File: src/rtl/apb_sw_pkg.sv
package apb_sw_pkg;

    typedef enum logic [1:0] {
        ST_EVAL   = 2'd0,
        ST_SETUP  = 2'd1,
        ST_ACCESS = 2'd2
    } sw_state_e;

endpackage

File: src/rtl/rr_pick.sv
module rr_pick #(
    parameter int N  = 4,
    parameter int IW = 2
) (
    input  logic [N-1:0]  req_i,
    input  logic [IW-1:0] last_i,
    output logic          found_o,
    output logic [IW-1:0] idx_o,
    output logic [N-1:0]  onehot_o
);

    logic [IW-1:0] cand;

    // Scan upward from the slot after the previous winner, wrapping at N.
    always_comb begin
        found_o = 1'b0;
        idx_o   = '0;
        cand    = '0;
        for (int i = 0; i < N; i++) begin
            cand = IW'((int'(last_i) + 1 + i) % N);
            if (!found_o && req_i[cand]) begin
                found_o = 1'b1;
                idx_o   = cand;
            end
        end
    end

    assign onehot_o = found_o ? (N'(1) << idx_o) : '0;

    // a chosen slot always carries a live request
    always_comb begin
        if (found_o) begin
            p_pick_live_r10: assert (req_i[idx_o]);
        end
    end

endmodule

File: src/rtl/req_mux.sv
module req_mux #(
    parameter int N  = 4,
    parameter int AW = 16,
    parameter int DW = 32,
    parameter int SB = DW / 8
) (
    input  logic [N-1:0]    grant_i,
    input  logic [N-1:0]    write_i,
    input  logic [N*AW-1:0] addr_i,
    input  logic [N*DW-1:0] wdata_i,
    input  logic [N*SB-1:0] wpar_i,
    input  logic [N*SB-1:0] strb_i,
    input  logic [N-1:0]    spar_i,
    output logic            write_o,
    output logic [AW-1:0]   addr_o,
    output logic [DW-1:0]   wdata_o,
    output logic [SB-1:0]   wpar_o,
    output logic [SB-1:0]   strb_o,
    output logic            spar_o
);

    // AND-OR select on a one-hot grant; an empty grant yields all zeros.
    always_comb begin
        write_o = 1'b0;
        addr_o  = '0;
        wdata_o = '0;
        wpar_o  = '0;
        strb_o  = '0;
        spar_o  = 1'b0;
        for (int k = 0; k < N; k++) begin
            write_o = write_o | (grant_i[k] & write_i[k]);
            addr_o  = addr_o  | ({AW{grant_i[k]}} & addr_i[k*AW +: AW]);
            wdata_o = wdata_o | ({DW{grant_i[k]}} & wdata_i[k*DW +: DW]);
            wpar_o  = wpar_o  | ({SB{grant_i[k]}} & wpar_i[k*SB +: SB]);
            strb_o  = strb_o  | ({SB{grant_i[k]}} & strb_i[k*SB +: SB]);
            spar_o  = spar_o  | (grant_i[k] & spar_i[k]);
        end
    end

endmodule

File: src/rtl/rsp_demux.sv
module rsp_demux #(
    parameter int N  = 4,
    parameter int DW = 32,
    parameter int SB = DW / 8
) (
    input  logic [N-1:0]    grant_i,
    input  logic            active_i,
    input  logic            ready_i,
    input  logic            err_i,
    input  logic [DW-1:0]   rdata_i,
    input  logic [SB-1:0]   rpar_i,
    output logic [N-1:0]    ready_o,
    output logic [N-1:0]    err_o,
    output logic [N*DW-1:0] rdata_o,
    output logic [N*SB-1:0] rpar_o
);

    for (genvar k = 0; k < N; k++) begin : g_slot
        logic route;
        assign route                 = active_i & grant_i[k];
        assign ready_o[k]            = route & ready_i;
        assign err_o[k]              = route & ready_i & err_i;
        assign rdata_o[k*DW +: DW]   = route ? rdata_i : '0;
        assign rpar_o[k*SB +: SB]    = route ? rpar_i  : '0;
    end

endmodule

File: src/rtl/apb_rr_switch.sv
module apb_rr_switch
    import apb_sw_pkg::*;
#(
    parameter int NREQ = 4,
    parameter int AW   = 16,
    parameter int DW   = 32
) (
    input  logic                   clk,
    input  logic                   rst_n,
    output logic                   eval_o,
    output logic [NREQ-1:0]        grant_o,
    input  logic [NREQ-1:0]        req_sel_i,
    input  logic [NREQ-1:0]        req_en_i,
    input  logic [NREQ-1:0]        req_write_i,
    input  logic [NREQ*AW-1:0]     req_addr_i,
    input  logic [NREQ*DW-1:0]     req_wdata_i,
    input  logic [NREQ*DW/8-1:0]   req_wpar_i,
    input  logic [NREQ*DW/8-1:0]   req_strb_i,
    input  logic [NREQ-1:0]        req_spar_i,
    output logic [NREQ*DW-1:0]     req_rdata_o,
    output logic [NREQ*DW/8-1:0]   req_rpar_o,
    output logic [NREQ-1:0]        req_ready_o,
    output logic [NREQ-1:0]        req_err_o,
    output logic                   cpl_sel_o,
    output logic                   cpl_en_o,
    output logic                   cpl_write_o,
    output logic [AW-1:0]          cpl_addr_o,
    output logic [DW-1:0]          cpl_wdata_o,
    output logic [DW/8-1:0]        cpl_wpar_o,
    output logic [DW/8-1:0]        cpl_strb_o,
    output logic                   cpl_spar_o,
    input  logic [DW-1:0]          cpl_rdata_i,
    input  logic [DW/8-1:0]        cpl_rpar_i,
    input  logic                   cpl_ready_i,
    input  logic                   cpl_err_i
);

    localparam int SB = DW / 8;
    localparam int IW = (NREQ > 1) ? $clog2(NREQ) : 1;

    typedef struct packed {
        sw_state_e       state;
        logic [NREQ-1:0] grant;
        logic [IW-1:0]   gidx;
        logic [IW-1:0]   last;
        logic [NREQ-1:0] seen;
    } regs_t;

    regs_t r_q, r_d;

    logic [NREQ-1:0] qual;
    logic            pick_found;
    logic [IW-1:0]   pick_idx;
    logic [NREQ-1:0] pick_oh;
    logic            mux_write;
    logic [SB-1:0]   mux_strb;
    logic            mux_spar;

    // A requester counts only once its enable follows a select seen at the last edge.
    assign qual = req_sel_i & req_en_i & r_q.seen;

    rr_pick #(.N(NREQ), .IW(IW)) u_pick (
        .req_i    (qual),
        .last_i   (r_q.last),
        .found_o  (pick_found),
        .idx_o    (pick_idx),
        .onehot_o (pick_oh)
    );

    always_comb begin
        r_d      = r_q;
        r_d.seen = req_sel_i;
        case (r_q.state)
            ST_EVAL: begin
                if (pick_found) begin
                    r_d.state = ST_SETUP;
                    r_d.grant = pick_oh;
                    r_d.gidx  = pick_idx;
                end
            end
            ST_SETUP: begin
                r_d.state = ST_ACCESS;
            end
            ST_ACCESS: begin
                if (cpl_ready_i) begin
                    r_d.state = ST_EVAL;
                    r_d.grant = '0;
                    r_d.last  = r_q.gidx;
                end
            end
            default: begin
                r_d.state = ST_EVAL;
                r_d.grant = '0;
            end
        endcase
    end

    always_ff @(posedge clk or negedge rst_n) begin
        if (!rst_n) begin
            r_q.state <= ST_EVAL;
            r_q.grant <= '0;
            r_q.gidx  <= '0;
            r_q.last  <= IW'(NREQ - 1);
            r_q.seen  <= '0;
        end else begin
            r_q <= r_d;
        end
    end

    assign eval_o    = (r_q.state == ST_EVAL);
    assign grant_o   = r_q.grant;
    assign cpl_sel_o = (r_q.state != ST_EVAL);
    assign cpl_en_o  = (r_q.state == ST_ACCESS);

    req_mux #(.N(NREQ), .AW(AW), .DW(DW), .SB(SB)) u_mux (
        .grant_i (r_q.grant),
        .write_i (req_write_i),
        .addr_i  (req_addr_i),
        .wdata_i (req_wdata_i),
        .wpar_i  (req_wpar_i),
        .strb_i  (req_strb_i),
        .spar_i  (req_spar_i),
        .write_o (mux_write),
        .addr_o  (cpl_addr_o),
        .wdata_o (cpl_wdata_o),
        .wpar_o  (cpl_wpar_o),
        .strb_o  (mux_strb),
        .spar_o  (mux_spar)
    );

    assign cpl_write_o = mux_write;
    assign cpl_strb_o  = mux_strb & {SB{mux_write}};
    assign cpl_spar_o  = mux_spar & mux_write;

    rsp_demux #(.N(NREQ), .DW(DW), .SB(SB)) u_demux (
        .grant_i  (r_q.grant),
        .active_i (cpl_en_o),
        .ready_i  (cpl_ready_i),
        .err_i    (cpl_err_i),
        .rdata_i  (cpl_rdata_i),
        .rpar_i   (cpl_rpar_i),
        .ready_o  (req_ready_o),
        .err_o    (req_err_o),
        .rdata_o  (req_rdata_o),
        .rpar_o   (req_rpar_o)
    );

    // never more than one requester marked
    p_grant_onehot_r6: assert property (@(posedge clk) disable iff (!rst_n)
        $onehot0(grant_o));

    // evaluation means the completer is idle and nobody is marked
    p_eval_idle_r2: assert property (@(posedge clk) disable iff (!rst_n)
        eval_o |-> (grant_o == '0) && !cpl_sel_o && !cpl_en_o);

    // outside evaluation exactly one requester is marked
    p_serving_marked_r5: assert property (@(posedge clk) disable iff (!rst_n)
        !eval_o |-> ($countones(grant_o) == 1));

    // setup lasts one cycle and is followed by access
    p_setup_then_access_r4: assert property (@(posedge clk) disable iff (!rst_n)
        (cpl_sel_o && !cpl_en_o) |=> (cpl_sel_o && cpl_en_o));

    // a stalled access holds its control and address
    p_wait_hold_r11: assert property (@(posedge clk) disable iff (!rst_n)
        (cpl_en_o && !cpl_ready_i) |=> (cpl_sel_o && cpl_en_o && $stable(cpl_addr_o) && $stable(grant_o)));

    // completion returns the switch to evaluation
    p_done_to_eval_r5: assert property (@(posedge clk) disable iff (!rst_n)
        (cpl_en_o && cpl_ready_i) |=> (eval_o && grant_o == '0));

    // reads carry no strobe
    p_read_nostrobe_r8: assert property (@(posedge clk) disable iff (!rst_n)
        (cpl_sel_o && !cpl_write_o) |-> (cpl_strb_o == '0) && !cpl_spar_o);

    // ready reaches only the marked requester, and only with completer ready in access
    p_ready_routed_r9: assert property (@(posedge clk) disable iff (!rst_n)
        (req_ready_o != '0) |-> (cpl_ready_i && cpl_en_o && ((req_ready_o & ~grant_o) == '0)));

    // a new grant follows select-then-enable from that requester
    p_qualified_grant_r3: assert property (@(posedge clk) disable iff (!rst_n)
        $rose(cpl_sel_o) |-> (((grant_o & $past(req_sel_i & req_en_i)) != '0)
                              && ((grant_o & $past(req_sel_i, 2)) != '0)));

endmodule

File: config.mk
export PLATFORM = sky130hd
export DESIGN_NAME = apb_rr_switch
export DESIGN_NICKNAME = d
export VERILOG_FILES = /design/src/rtl/apb_sw_pkg.sv /design/src/rtl/rr_pick.sv /design/src/rtl/req_mux.sv /design/src/rtl/rsp_demux.sv /design/src/rtl/apb_rr_switch.sv
export SDC_FILE = /design/constraint.sdc
export NUM_CORES = 1
export LEC_CHECK = 0
export CAP_MARGIN = 20
export CORE_AREA = 2 2 195 197
export CTS_CLUSTER_SIZE = 25
export DETAILED_ROUTE_END_ITERATION = 6
export DIE_AREA = 0 0 197 199
export PLACE_DENSITY = 0.37
export RECOVER_POWER = 100
export SLEW_MARGIN = 20
export SYNTH_ARGS = -nofsm -noshare
export SYNTH_HDL_FRONTEND = slang
export SYNTH_SLANG_ARGS = --single-unit
File: constraint.sdc
create_clock -name clk -period 2.02 [get_ports clk]
set_clock_uncertainty 0.1 [all_clocks]
set_input_delay 0.303 -clock clk [delete_from_list [all_inputs] [get_ports clk]]
set_output_delay 0.303 -clock clk [all_outputs]
set_load 0.02 [all_outputs]
==> results.md <==
STA:
- The worst setup slack after layout is -0.131 ns.
- The minimum clock period is 2.15 ns.
- In this run the tightest slew margin relative to its limit is 42.2%.
- Setup repair after global routing could not meet its margin everywhere.
- Derived from the worst setup path, the maximum achievable clock frequency is 0.465 GHz.
- The final clock period utilization by the worst path is 107%.
- The final max-slew violation count is 0.
- For the pin with the worst max-slew slack, the measured transition is 0.867 ns.
- The count of endpoints failing setup in the final report is 36.
- The number of endpoints with negative hold slack in the final report is 0.

Setup path:
- Traced cell by cell, the critical path runs through a22o_4, a221oi_2, buf_4, buf_6, buf_6, a21oi_2, buf_4.
- The worst register-to-register path begins at r_q[13].
- The endpoint arrival time on the critical path is 1.75 ns.
- The dominant delay contributor by cell family on the critical path is buffers and inverters.
- For the worst setup path, the data required time is 1.62 ns.
- The capture point of the worst reg-to-reg path is grant_o[1].
- In this design, the stage delay of the slowest critical-path cell is 0.50 ns.
- The category of the worst setup path capture point is an output pin.
- The reg-to-reg setup timing slack is 0.23 ns.
- The slowest stage of the critical path is the sky130_fd_sc_hd__dfrtp_4 cell.
- The critical path crosses 7 cells after its start point.
- The number of cells on the worst reg-to-reg path is 5.
- The number of buffers and inverters on the critical path is 4.
- The type of element launching the critical path is a flip-flop.
- In this run the worst path has a maximum fanout of 3.
- The worst setup path is of the flip-flop to output pin kind.

Clock network:
- For the worst-skew pair, the clock arrives at the later sink with an insertion delay of 0.25 ns.
- The number of buffers inserted during clock tree synthesis is 3.
- The clock tree from TritonCTS is built.
- The number of levels in the clock H-tree is 1.
- No sink is reached through more buffers than the 2 on the longest clock path.
- The tree is rooted in a sky130_fd_sc_hd__clkbuf_16.
- The clock-pin slew on the worst setup and hold paths is 0.05 ns.
- For this design, the CTS-stage hold fixing added 0 buffers.
- The number of sinks handled by clock tree synthesis is 14.

Global routing:
- The initial antenna violation count came to 1.
- The layer with the highest usage is met2.
- The largest net degree at the start of global routing is 37.
- In the global route stage, met3 resource usage came out at 1.56%.
- The met1 track demand over resource is 16.4%.
- The global-route wire length before repair is 37200 um.
- The number of global-route vias before repair is 5375.
- The total routing usage reported by global routing is 12.6%.
- Global routing used 23.1% of the available met2 tracks.
- The total congestion overflow after global routing is 0.

Hold path:
- The worst hold path passes through 2 cells.
- The path with the worst hold slack has its endpoint at r_q[4].
- The worst hold path belongs to the class flip-flop to flip-flop.
- The worst min-delay path startpoint is r_q[6].

Cells and area:
- After filler insertion, the fill cell instance count of the layout stands at 4074.
- The post-route netlist has 40.6% of its cells at a drive strength greater than 1.
- 0 antenna diodes ended up in the layout.
- In the final design database the tool counted 1263 nets.
- The area overhead of the layout relative to synthesis is 226%.

Synth:
- Yosys printed 0 warnings.
- The instance count of the mapped netlist is 446.
- Yosys attributes the largest share of cell area to sky130_fd_sc_hd__and3_1, sky130_fd_sc_hd__a22oi_1, sky130_fd_sc_hd__dfrtp_1.
- The number of nets handed over by synthesis was 726.
- The area fraction of the dominant cell type after synthesis is 32.9%.
- The share of the Yosys chip area taken by registers is 11.9%.
- The mapped netlist covers 2960 um^2.
- The number of distinct standard cells referenced by the synthesized netlist is 31.
- A synthesized cell averages 6.65 um^2.
- sky130_fd_sc_hd__and3_1 takes more of the synthesized area than any other cell.
- The number of storage elements in the synthesis netlist is 14.

Outcome:
- The checks that failed: setup timing.
- The run finished, with violations left.

Placement:
- At the end of routability-driven placement, the weighted congestion stood at 0.779.
- The count of input and output buffers is 496.
- The post-detailed-placement half-perimeter wirelength is 21100 um.
- Timing analysis after detailed placement gives a worst setup slack of -0.374 ns.

Drt:
- The detail route stage leaves a number of antenna-violating nets equal to 0.
- Summing over every cut layer, the via total after detailed routing is 5787.
- After the first detailed-routing iteration, the DRC count stood at 220.
- In the routed layout, each cell is associated on average with a via count of 3.97.
- The per-cell routed wire length is 20.1 um.
- The total routed wirelength is 29300 um.
- The first detailed-routing pass took 4 iterations.
- The number of DRC violations after detailed routing is 0.

Die:
- From bottom edge to top edge, the die measures 199 um.
- The floorplan step defined a die boundary enclosing 39200 um^2.
- The horizontal die dimension is 197 um.
- The number of standard-cell rows in the floorplan is 71.
- For this configuration, the core starts out at a cell density of 7.98%.
- The area of the core is 37100 um^2.
- The count of boundary I/O pins is 497.

Job:
- The max-capacitance violation count is 0.

Power:
- The worst supply voltage drop on vdd is 0.344 mV.
- The sum of internal, switching and leakage power is 8500 uW.
- The areal power density over the cells is 881 nW/um^2.
- In this run the static leakage power is 0.00454 uW.
tightest hold or removal path, cell delays in order, from the launching register on:
cell and delay (ns):
sky130_fd_sc_hd__dfrtp_1 0.34, sky130_fd_sc_hd__nand2_1 0.05, sky130_fd_sc_hd__o21ai_0 0.06
where the power goes:
part / leakage [uW] / internal, uW / total, uW / switching (uW)
logic: 0.00433 / 3640 / 7590 / 3950
clock network: 0.0000442 / 301 / 433 / 132
registers: 0.000165 / 393 / 479 / 85.8
cell families after synthesis:
group	share of synthesized area (%)
compound gates	35.6
buf+inv	9.79
flops	11.9
mux	0.380
simple gates	42.3
layout make-up:
type / instances / area, um^2 / share of cell area [%]
inverter: 5 / 18.8 / 0.194
clock buffer: 4 / 88.8 / 0.921
timing repair buffer: 597 / 5900 / 61.1
multi-input combinational: 362 / 2690 / 27.8
sequential: 14 / 368 / 3.81
tap: 474 / 593 / 6.15
per-layer routing:
metal,routed length [um],part of all wire (%),vias up
met1,12600,43,2756
li1,-,-,2800
met3,1470,5.0,8
met5,0,0,-
met4,112,0.38,0
met2,15100,51,223
flip-flops by register name, summed over array words and instances (netlist names):
| signal | cells |
|---|---|
| grant_o | 4 |
| r_q | 10 |
worst max path at each step:
stage,from,end
floorplan,r_q[12],req_rdata_o[0]
global placement,req_write_i[0],cpl_strb_o[3]
detailed placement,req_write_i[1],cpl_strb_o[2]
CTS,grant_o[3],cpl_wdata_o[25]
global route,grant_o[0],cpl_strb_o[1]
finish,grant_o[0],cpl_strb_o[1]
through the flow:
stage	util, %	cell area [um^2]	std cells	TNS (ns)	hold slack (ns)
3_3_place_gp	23.9	8870	1407	-20.39	0.388
5_1_grt	26.0	9650	1456	-7.78	0.404
3_5_place_dp	23.9	8870	1407	-18.47	0.370
4_1_cts	24.8	9210	1427	-9.75	0.282
6_report	26.0	9650	1456	-1.85	0.384
2_1_floorplan	-	2960	446	0	-0.0926
cells in the mapped netlist (all sizes together):
cell type and number:
o221ai 1, inv 5, or2 1, a22o 2, o32ai 1, a21oi 6, and2 1, nand3 5
dfrtp 12, and3 156, a22oi 114, a41o 1, nand2 56, a221oi 2, a32o 1, o2bb2ai 2
a32oi 1, a41oi 1, nor2 3, buf 16, mux2 1, nand4b 1, o21ai 3, clkbuf 49
o22ai 1, a21bo 1, dfstp 2, and2b 1
what timing repair did:
item | CTS | global route
setup endpoints to repair | 214 | 193
gates cloned | 6 | 14
pin swaps | 1 | 9
setup buffers | 10 | 22
resized for setup | 750 | 369
placed cells by master (no fill, tap or decap), types with 3 or more instances in the layout:
cell,instances
sky130_fd_sc_hd__o21ai_0,3
sky130_fd_sc_hd__buf_4,73
sky130_fd_sc_hd__nor2_1,3
sky130_fd_sc_hd__clkbuf_16,10
sky130_fd_sc_hd__buf_8,5
sky130_fd_sc_hd__dlygate4sd2_1,4
sky130_fd_sc_hd__clkbuf_2,37
sky130_fd_sc_hd__dfrtp_4,4
sky130_fd_sc_hd__and3_4,38
sky130_fd_sc_hd__nand3_1,5
sky130_fd_sc_hd__a22oi_2,32
sky130_fd_sc_hd__inv_1,5
sky130_fd_sc_hd__dfrtp_1,8
sky130_fd_sc_hd__dlygate4sd3_1,5
sky130_fd_sc_hd__buf_2,41
sky130_fd_sc_hd__clkdlybuf4s15_2,22
sky130_fd_sc_hd__clkbuf_1,3
sky130_fd_sc_hd__buf_6,98
sky130_fd_sc_hd__a21oi_2,5
sky130_fd_sc_hd__clkdlybuf4s50_1,275
sky130_fd_sc_hd__and3_1,118
sky130_fd_sc_hd__nand2_1,55
sky130_fd_sc_hd__buf_16,3
sky130_fd_sc_hd__a22oi_1,82
sky130_fd_sc_hd__buf_12,19
sky130_fd_sc_hd__clkbuf_4,3
No activity file was read; power rests on OpenSTA's default activity.
